[src/rtl/flt2int_pkg.sv]
package flt2int_pkg;

    typedef enum logic [2:0] {
        CLS_ZERO = 3'd0,
        CLS_NUM  = 3'd1,
        CLS_INF  = 3'd2,
        CLS_QNAN = 3'd3,
        CLS_SNAN = 3'd4
    } fclass_e;

    typedef enum logic [1:0] {
        RND_NEAR = 2'd0,
        RND_ZERO = 2'd1,
        RND_POS  = 2'd2,
        RND_NEG  = 2'd3
    } rnd_e;

endpackage

[src/rtl/fti_align.sv]
// Moves the mantissa so that the integer LSB sits just above MANT_W
// fraction bits. Bits shifted past the vector fold into the sticky term.
module fti_align #(
    parameter int INT_W  = 32,
    parameter int MANT_W = 48,
    parameter int EXP_W  = 12
) (
    input  logic [MANT_W-1:0]       mant,
    input  logic signed [EXP_W-1:0] exp_in,
    input  logic                    sticky_in,
    output logic [INT_W-1:0]        int_part,
    output logic                    guard,
    output logic                    rnd_sticky,
    output logic                    too_big
);
    localparam int W   = INT_W + MANT_W;
    localparam int SHW = $clog2(W + 1);
    localparam int XW  = EXP_W + 2;
    localparam logic signed [XW-1:0] RBASE = XW'(INT_W - 1);
    localparam logic signed [XW-1:0] WLIM  = XW'(W);

    logic signed [XW-1:0] exp_x;
    logic signed [XW-1:0] rsh_d;
    logic [SHW-1:0]       rsh;
    logic [W-1:0]         src;
    logic [W-1:0]         aligned;
    logic                 lost;

    always_comb begin
        exp_x   = XW'(exp_in);
        rsh_d   = RBASE - exp_x;
        too_big = (rsh_d < 0);
        rsh     = rsh_d[SHW-1:0];
        src     = {mant, {INT_W{1'b0}}};
        aligned = '0;
        lost    = 1'b0;
        if (too_big) begin
            aligned = '0;
            lost    = 1'b0;
        end else if (rsh_d >= WLIM) begin
            aligned = '0;
            lost    = |mant;
        end else begin
            aligned = src >> rsh;
            lost    = |(src << (W - int'(rsh)));
        end
    end

    assign int_part   = aligned[W-1:MANT_W];
    assign guard      = aligned[MANT_W-1];
    assign rnd_sticky = (|aligned[MANT_W-2:0]) | lost | sticky_in;

endmodule

[src/rtl/fti_round.sv]
// Decides whether the truncated magnitude is incremented.
module fti_round
    import flt2int_pkg::*;
(
    input  logic [1:0] mode,
    input  logic       force_rz,
    input  logic       sign,
    input  logic       guard,
    input  logic       rnd_sticky,
    input  logic       lsb,
    output logic       inc,
    output logic       inexact
);
    logic [1:0] eff_mode;

    always_comb begin
        inexact  = guard | rnd_sticky;
        eff_mode = force_rz ? RND_ZERO : mode;
        case (eff_mode)
            RND_NEAR: inc = guard & (rnd_sticky | lsb);
            RND_ZERO: inc = 1'b0;
            RND_POS:  inc = inexact & ~sign;
            default:  inc = inexact & sign;
        endcase
    end

endmodule

[src/rtl/fti_limit.sv]
// Applies the increment, checks the sign-dependent range, negates.
module fti_limit #(
    parameter int INT_W = 32
) (
    input  logic [INT_W-1:0] int_part,
    input  logic             inc,
    input  logic             sign,
    output logic             ovf,
    output logic [INT_W-1:0] value
);
    logic [INT_W:0] mag;
    logic [INT_W:0] limit;

    always_comb begin
        mag   = {1'b0, int_part} + {{INT_W{1'b0}}, inc};
        limit = {2'b01, {(INT_W-1){1'b0}}} + {{INT_W{1'b0}}, sign};
        ovf   = (mag >= limit);
        value = sign ? (~mag[INT_W-1:0] + 1'b1) : mag[INT_W-1:0];
    end

endmodule

[src/rtl/flt2int_sat.sv]
module flt2int_sat
    import flt2int_pkg::*;
#(
    parameter int INT_W  = 32,
    parameter int MANT_W = 48,
    parameter int EXP_W  = 12
) (
    input  logic                    clk,
    input  logic                    rst_n,
    input  logic                    in_valid,
    input  logic [2:0]              in_class,
    input  logic                    in_sign,
    input  logic signed [EXP_W-1:0] in_exp,
    input  logic [MANT_W-1:0]       in_mant,
    input  logic                    in_sticky,
    input  logic [1:0]              rnd_mode,
    input  logic                    force_rz,
    output logic                    out_valid,
    output logic [INT_W-1:0]        out_int,
    output logic                    flag_snan,
    output logic                    flag_invalid,
    output logic                    flag_inexact,
    output logic                    flag_rnd_up
);
    localparam logic [INT_W-1:0] SAT_POS = {1'b0, {(INT_W-1){1'b1}}};
    localparam logic [INT_W-1:0] SAT_NEG = {1'b1, {(INT_W-1){1'b0}}};

    typedef struct packed {
        logic             valid;
        logic [INT_W-1:0] value;
        logic             snan;
        logic             invalid;
        logic             inexact;
        logic             rnd_up;
    } res_t;

    res_t st_d, st_q;

    logic [INT_W-1:0] int_part;
    logic             guard, rnd_sticky, too_big;
    logic             inc, inexact;
    logic             ovf;
    logic [INT_W-1:0] lim_value;

    fti_align #(.INT_W(INT_W), .MANT_W(MANT_W), .EXP_W(EXP_W)) u_align (
        .mant       (in_mant),
        .exp_in     (in_exp),
        .sticky_in  (in_sticky),
        .int_part   (int_part),
        .guard      (guard),
        .rnd_sticky (rnd_sticky),
        .too_big    (too_big)
    );

    fti_round u_round (
        .mode       (rnd_mode),
        .force_rz   (force_rz),
        .sign       (in_sign),
        .guard      (guard),
        .rnd_sticky (rnd_sticky),
        .lsb        (int_part[0]),
        .inc        (inc),
        .inexact    (inexact)
    );

    fti_limit #(.INT_W(INT_W)) u_limit (
        .int_part (int_part),
        .inc      (inc),
        .sign     (in_sign),
        .ovf      (ovf),
        .value    (lim_value)
    );

    always_comb begin
        st_d       = st_q;
        st_d.valid = in_valid;
        if (in_valid) begin
            st_d.value   = '0;
            st_d.snan    = 1'b0;
            st_d.invalid = 1'b0;
            st_d.inexact = 1'b0;
            st_d.rnd_up  = 1'b0;
            if (in_class == CLS_ZERO) begin
                st_d.value = '0;
            end else if (in_class == CLS_NUM) begin
                if (too_big || ovf) begin
                    st_d.invalid = 1'b1;
                    st_d.value   = in_sign ? SAT_NEG : SAT_POS;
                end else begin
                    st_d.value   = lim_value;
                    st_d.inexact = inexact;
                    st_d.rnd_up  = inc;
                end
            end else if (in_class == CLS_INF) begin
                st_d.invalid = 1'b1;
                st_d.value   = in_sign ? SAT_NEG : SAT_POS;
            end else begin
                st_d.snan    = (in_class == CLS_SNAN);
                st_d.invalid = 1'b1;
                st_d.value   = SAT_NEG;
            end
        end
    end

    always_ff @(posedge clk or negedge rst_n) begin
        if (!rst_n) begin
            st_q <= '0;
        end else begin
            st_q <= st_d;
        end
    end

    assign out_valid    = st_q.valid;
    assign out_int      = st_q.value;
    assign flag_snan    = st_q.snan;
    assign flag_invalid = st_q.invalid;
    assign flag_inexact = st_q.inexact;
    assign flag_rnd_up  = st_q.rnd_up;

endmodule

[config.mk]
export PLATFORM = sky130hd
export DESIGN_NAME = flt2int_sat
export DESIGN_NICKNAME = d
export VERILOG_FILES = /design/src/rtl/flt2int_pkg.sv /design/src/rtl/fti_align.sv /design/src/rtl/fti_round.sv /design/src/rtl/fti_limit.sv /design/src/rtl/flt2int_sat.sv
export SDC_FILE = /design/constraint.sdc
export NUM_CORES = 1
export LEC_CHECK = 0
export BUFFER_PORTS_ARGS = -buffer_cell sky130_fd_sc_hd__buf_2
export CAP_MARGIN = 10
export CORE_MARGIN = 4
export CORE_UTILIZATION = 55
export CTS_BUF_LIST = sky130_fd_sc_hd__clkbuf_16
export CTS_CLUSTER_SIZE = 16
export DETAILED_ROUTE_END_ITERATION = 10
export GPL_TIMING_DRIVEN = 1
export PLACE_DENSITY_LB_ADDON = 0.12
export SLEW_MARGIN = 30
export SYNTH_ARGS = -nofsm -noshare
export SYNTH_HDL_FRONTEND = slang
export SYNTH_SLANG_ARGS = --single-unit
[constraint.sdc]
create_clock -name clk -period 0.8 [get_ports clk]
set_clock_uncertainty 0.05 [all_clocks]
set_input_delay 0.04 -clock clk [delete_from_list [all_inputs] [get_ports clk]]
set_output_delay 0.04 -clock clk [all_outputs]
set_load 0.01 [all_outputs]
==> summary.md, run 1 <==
| Metric | Value |
|---|---|
| Status | stopped before the end |
| Last stage | global routing |
| Stop err | [ERROR GRT-0232] Routing congestion too high. Check the congestion heatmap in the GUI. |
| Share of synthesized registers carrying an async set or reset | 1.00 |
| YS warnings | 0 |
| Initial core utilization | 0.570 |
| Top cell type by total area after synthesis | dfrtp_1 |
| Cell row count | 43 |
| Clock tree buffer depth | 2 |
| WEP type | register input |
| Yosys reg bits | 37 |
| Chip width | 129 µm |
| GRT repair_timing worst endpoint | out_int[26]$_DFFE_PN0P_/D |
| Port Buffers | between 100 and 150 |
| GPL Wtd Cong | ~1.1 |
| Sequential area share after synthesis | 0.116 |
| CTS buffer count | 5 |
| Final HPWL DP | between 20 and 30 mm |
| Yosys cell types | 92 |
| Root buffer cell | clkbuf_16 |
| H-tree depth | 2 |
| Avg Cell Area, Syn | 7.69 µm² |
| Die Height | between 100 and 150 µm |
| EDFF count, synth | 0 |
| Largest net degree at the start of global routing | 38 |
| Syn Inst Count | 1040 |
| I/O pin total | approximately 110 |
| GRT Util Overall | 1.07 |
| Mapped Nets | 1119 |
| Mapped Area | 8000 µm² |
| Global route overflow | about 2100 |
| Synth Flop Type | dfrtp_1 |
| Yosys top cell area share | 0.116 |
| Top cells by area, synth | dfrtp_1, mux4_2, mux2i_1, nor2_1, xnor2_1 |
| Clk sinks | 37 |
metal layers:
metal / GRT overflow / global-route usage
met2: 1551 / 1.46
met4: 454 / 1.21
met3: 40 / 0.786
met1: 43 / 0.926
met5: 10 / 0.524
synthesized netlist by cell type, drive strengths merged, types with 7 or more instances:
cell and number:
clkbuf 48, mux4 39, a21oi 42, or4 11, a31oi 10, and3 7, nor2b 10, a22o 7
mux2i 48, o211ai 7, o221ai 14, a22oi 14, or3 16, nor3 46, nor4 31, nand3 44
inv 28, nor3b 9, o211a 7, o2bb2ai 21, mux2 33, and2 12, xor2 18, buf 30
xnor2 43, a211oi 15, o21ai 48, ha 8, o31ai 13, nand2b 12, or2 7, nand4 19
nand2 92, nor2 106, dfrtp 37
per-stage QoR:
stage          cell area, µm²  setup TNS, ns  hold WS, ns  setup slack, ns  instances
3_3_place_gp            11600        -189.66      -0.0373            -5.49       1659
2_1_floorplan            8130        -179.03       -0.306            -5.21       1040
4_1_cts                 13100        -174.79       0.0320            -4.96       1756
3_5_place_dp            11600        -196.20      -0.0238            -5.75       1659
cells by family after synthesis:
family	count (synthesis)	synth area share
xor gates and xnor gates	61	0.0668
DFF	37	0.116
and+or+nand+nor	446	0.288
adders and majority gates	8	0.0125
AOI/OAI and AO/OA	262	0.242
buffers and inverters	106	0.0588
muxes	120	0.216
repair_timing:
action,in CTS
hold buffers,1
endpoints found under the setup margin,72
resized for setup,126
endpoints found under the hold margin,37
pin swaps,31
gates cloned,5
buffers inserted,83
==> inputs of run 2 (changes only) <==
Settings changed: CORE_UTILIZATION 55 to 40, CTS_BUF_LIST sky130_fd_sc_hd__clkbuf_16 to default, CTS_CLUSTER_SIZE 16 to default, PLACE_DENSITY_LB_ADDON 0.12 to 0.15.
Clock period 0.8 ns to 1.04 ns, I/O delays scaled along.
==> run 2 against run 1 <==
Compared with the run above:
- the flow now finishes, with violations (setup timing)
- synthesized area unchanged
- synthesized cell count did not move
==> summary.md, run 2 <==
| Metric | Value |
|---|---|
| Largest net degree at the start of global routing | 38 |
| Layout cells sized above 1 | 0.511 |
| Max VDD drop | 0.000566 V |
| Top delay family on crit path | simple AND/OR/NAND/NOR gates |
| Setup violations, final | 35 |
| Peak Freq | 170 MHz |
| Diodes inserted | 0 |
| Global route overflow | 0 |
| Post-layout nets | 1608 |
| Sequential area share after synthesis | 0.116 (unchanged) |
| Crit path capture type | flop |
| Part of the cycle the worst path needs | 5.65 |
| Most instantiated library cell after synthesis | nor2_1 (unchanged) |
| Worst Slack Setup Final | -4.83 ns |
| Number of flip-flops in the largest register | 32 |
| Post-Route Setup TNS | -162.74 ns |
| DRC viols | 0 |
| Mapped Area | 8000 µm² (unchanged) |
| DRT Pass-1 Iters | 6 |
| Starting DRT DRC Count | 753 |
| Startpoint types | input port |
| Yosys top cell area share | 0.116 (unchanged) |
| Fin cells | 1795 |
| Tot Pwr | 0.00896 W |
| CP required | 1.13 ns |
| Syn Inst Count | 1040 (unchanged) |
| Slew margin rel. | 0.612 |
| GPL Wtd Cong | 1.04 (was 1.07) |
| Buffers & Inverters on Critical Path | 4 |
| CTS buffer count | 5 (unchanged) |
| TritonCTS clock tree | yes |
| Wire per inst | between 15 and 20 µm |
| YS warnings | 0 (unchanged) |
| GRT Util Overall | 0.304 |
| Top cell type by total area after synthesis | dfrtp_1 (unchanged) |
| Share of synthesized registers carrying an async set or reset | 1.00 (unchanged) |
| Cell row count | 51 (was 43) |
| Initial core utilization | 0.408 (was 0.570) |
| Violated checks | setup timing |
| Vias per inst | 5.87 |
| I/O pin total | 108 (unchanged) |
| Utilization after layout | 0.680 |
| Via Count | 10500 |
| Slew Limit Fails | 0 |
| Worst EP arrival | 5.97 ns |
| Worst hold path class | in2reg |
| Yosys cell types | 92 (unchanged) |
| Commonest non-fill, non-tap cell in the layout | buf_4 |
| CORE AREA | 19600 µm² |
| Final HPWL DP | 27.2 mm (was 28.7 mm) |
| Worst path most repeated cell | or4_4 |
| Critical path type | in2reg |
| Clock Pin Slew Worst Setup and Hold Paths | roughly 0.060 ns |
| Port Buffers | 107 (unchanged) |
| Synth cell count leaders | nor2_1, nand2_1, clkbuf_1, mux2i_1, nor3_1 (unchanged) |
| H-tree depth | 2 (unchanged) |
| Mapped Nets | 1119 (unchanged) |
| RSZ-0062 raised after global routing | true |
| Initial antenna violation count | 0 |
| Worst Tran Pin Value | 0.578 ns |
| Root buffer cell | clkbuf_16 (unchanged) |
| Power per cell area | 673 nW/µm² |
| Clock Latency Late Sink | 0.28 ns |
| Vias in the first global route | between 10000 and 15000 |
| Max Cap Viol | 0 |
| Critical-path top delay cell | mux4_2 |
| Clock tree buffer depth | 2 (unchanged) |
| Die Height | 149 µm (was 129 µm) |
| R2r setup slk | about 0.28 ns |
| DRT Wirelength | between 30 and 40 mm |
| Final hold vios | 0 |
| Status | finished with violations (was stopped before the end) |
| Clk sinks | 37 (unchanged) |
| Synth-to-Final Area Change | 66.4% |
| Top cells by area, synth | dfrtp_1, mux4_2, mux2i_1, nor2_1, xnor2_1 (unchanged) |
| Chip width | 149 µm (was 129 µm) |
| Commonest non-fill, non-tap cells in the layout | buf_4, buf_2, nand2_1, nor2_1, nand3_1 |
| Post-DP Area | 11800 µm² (was 11600 µm²) |
| First-pass GRT wire length | about 55 mm |
| Synth Flop Type | dfrtp_1 (unchanged) |
| Yosys reg bits | 37 (unchanged) |
| Final std cell area, no fill | 13300 µm² |
| Placed Cells | 1753 (was 1659) |
| Die Area | between 20000 and 25000 µm² |
| Post-layout minimum cycle time | roughly 5.9 ns |
| Avg Cell Area, Syn | 7.69 µm² (unchanged) |
| Worst path max stage delay | 0.56 ns |
| EDFF count, synth | 0 (unchanged) |
| Leak | a little under 6 nW |
| DRT antenna net count | 0 |
| Worst-path fanout max | 9 |
-- run 2: through the flow --
step	worst slack (ns)	hold WS, ns
after floorplan	-4.98	-0.294
after global placement	-5.73	-0.0226
after detailed placement	-5.87	-0.0223
after CTS	-4.83	0.0399
after global routing	-5.12	0.0506
final	-4.83	0.0430
-- run 2: cell type report --
type | count | area (µm²)
inverter | 28 | 108
tap | 265 | 332
clock buffer | 6 | 139
multi-input combinational | 897 | 7480
clock inverter | 2 | 37.5
fill | 1648 | 6270
sequential | 37 | 926
timing repair buffer | 560 | 4290
-- run 2: logic make-up (layout without fill, tap and decap cells) --
family	count (synthesis)	in the layout	share of synthesized area
compound gates	262	262	0.242
xor+xnor	61	61	0.0668
fa+ha+maj	8	8	0.0125
buf+inv	106	596	0.0588
flops	37	37	0.116
mux	120	120	0.216
simple gates	446	446	0.288
-- run 2: worst reg2reg max path, stage by stage, from the launching register on --
cell and delay, ns:
dfrtp_1 0.37, a21oi_1 0.15, o21ai_1 0.08
-- run 2: metal layers --
| metal | part of all wire | global-route usage |
|---|---|---|
| met5 | 0 | 0 |
| met1 | 0.40 | 0.374 |
| met2 | 0.50 | 0.549 |
| met3 | 0.043 | 0.0136 |
| met4 | 0.048 | 0.139 |
-- run 2: repair_timing --
action                                  4_1_cts  5_1_grt
resized for setup                           147       70
pin swaps                                    44       29
gates cloned                                  7        0
endpoints found under the setup margin       35       35
hold endpoints to repair                     37        0
setup buffers                                25        6
hold buffers                                  1        0
-- run 2: path summary, 6_finish.rpt --
check,end,cells past startpoint,start
max,out_int[29],27,in_exp[1]
min,flag_snan,3,in_class[1]
max reg2reg,out_int[1],2,out_int[1]
min reg2reg,out_int[7],1,out_int[7]
max in group asynchronous,out_int[16],3,rst_n
min in group asynchronous,out_int[21],3,rst_n
-- run 2: power by group --
group / switching [W] / leakage (nW) / internal, W / total [W]
Sequential: 0.0000821 / 0.487 / 0.00158 / 0.00166
Clock: 0.000576 / 0.0831 / 0.00119 / 0.00177
Combinational: 0.00277 / 5.24 / 0.00276 / 0.00553
Note: power is estimated with default switching activity, not from simulation.
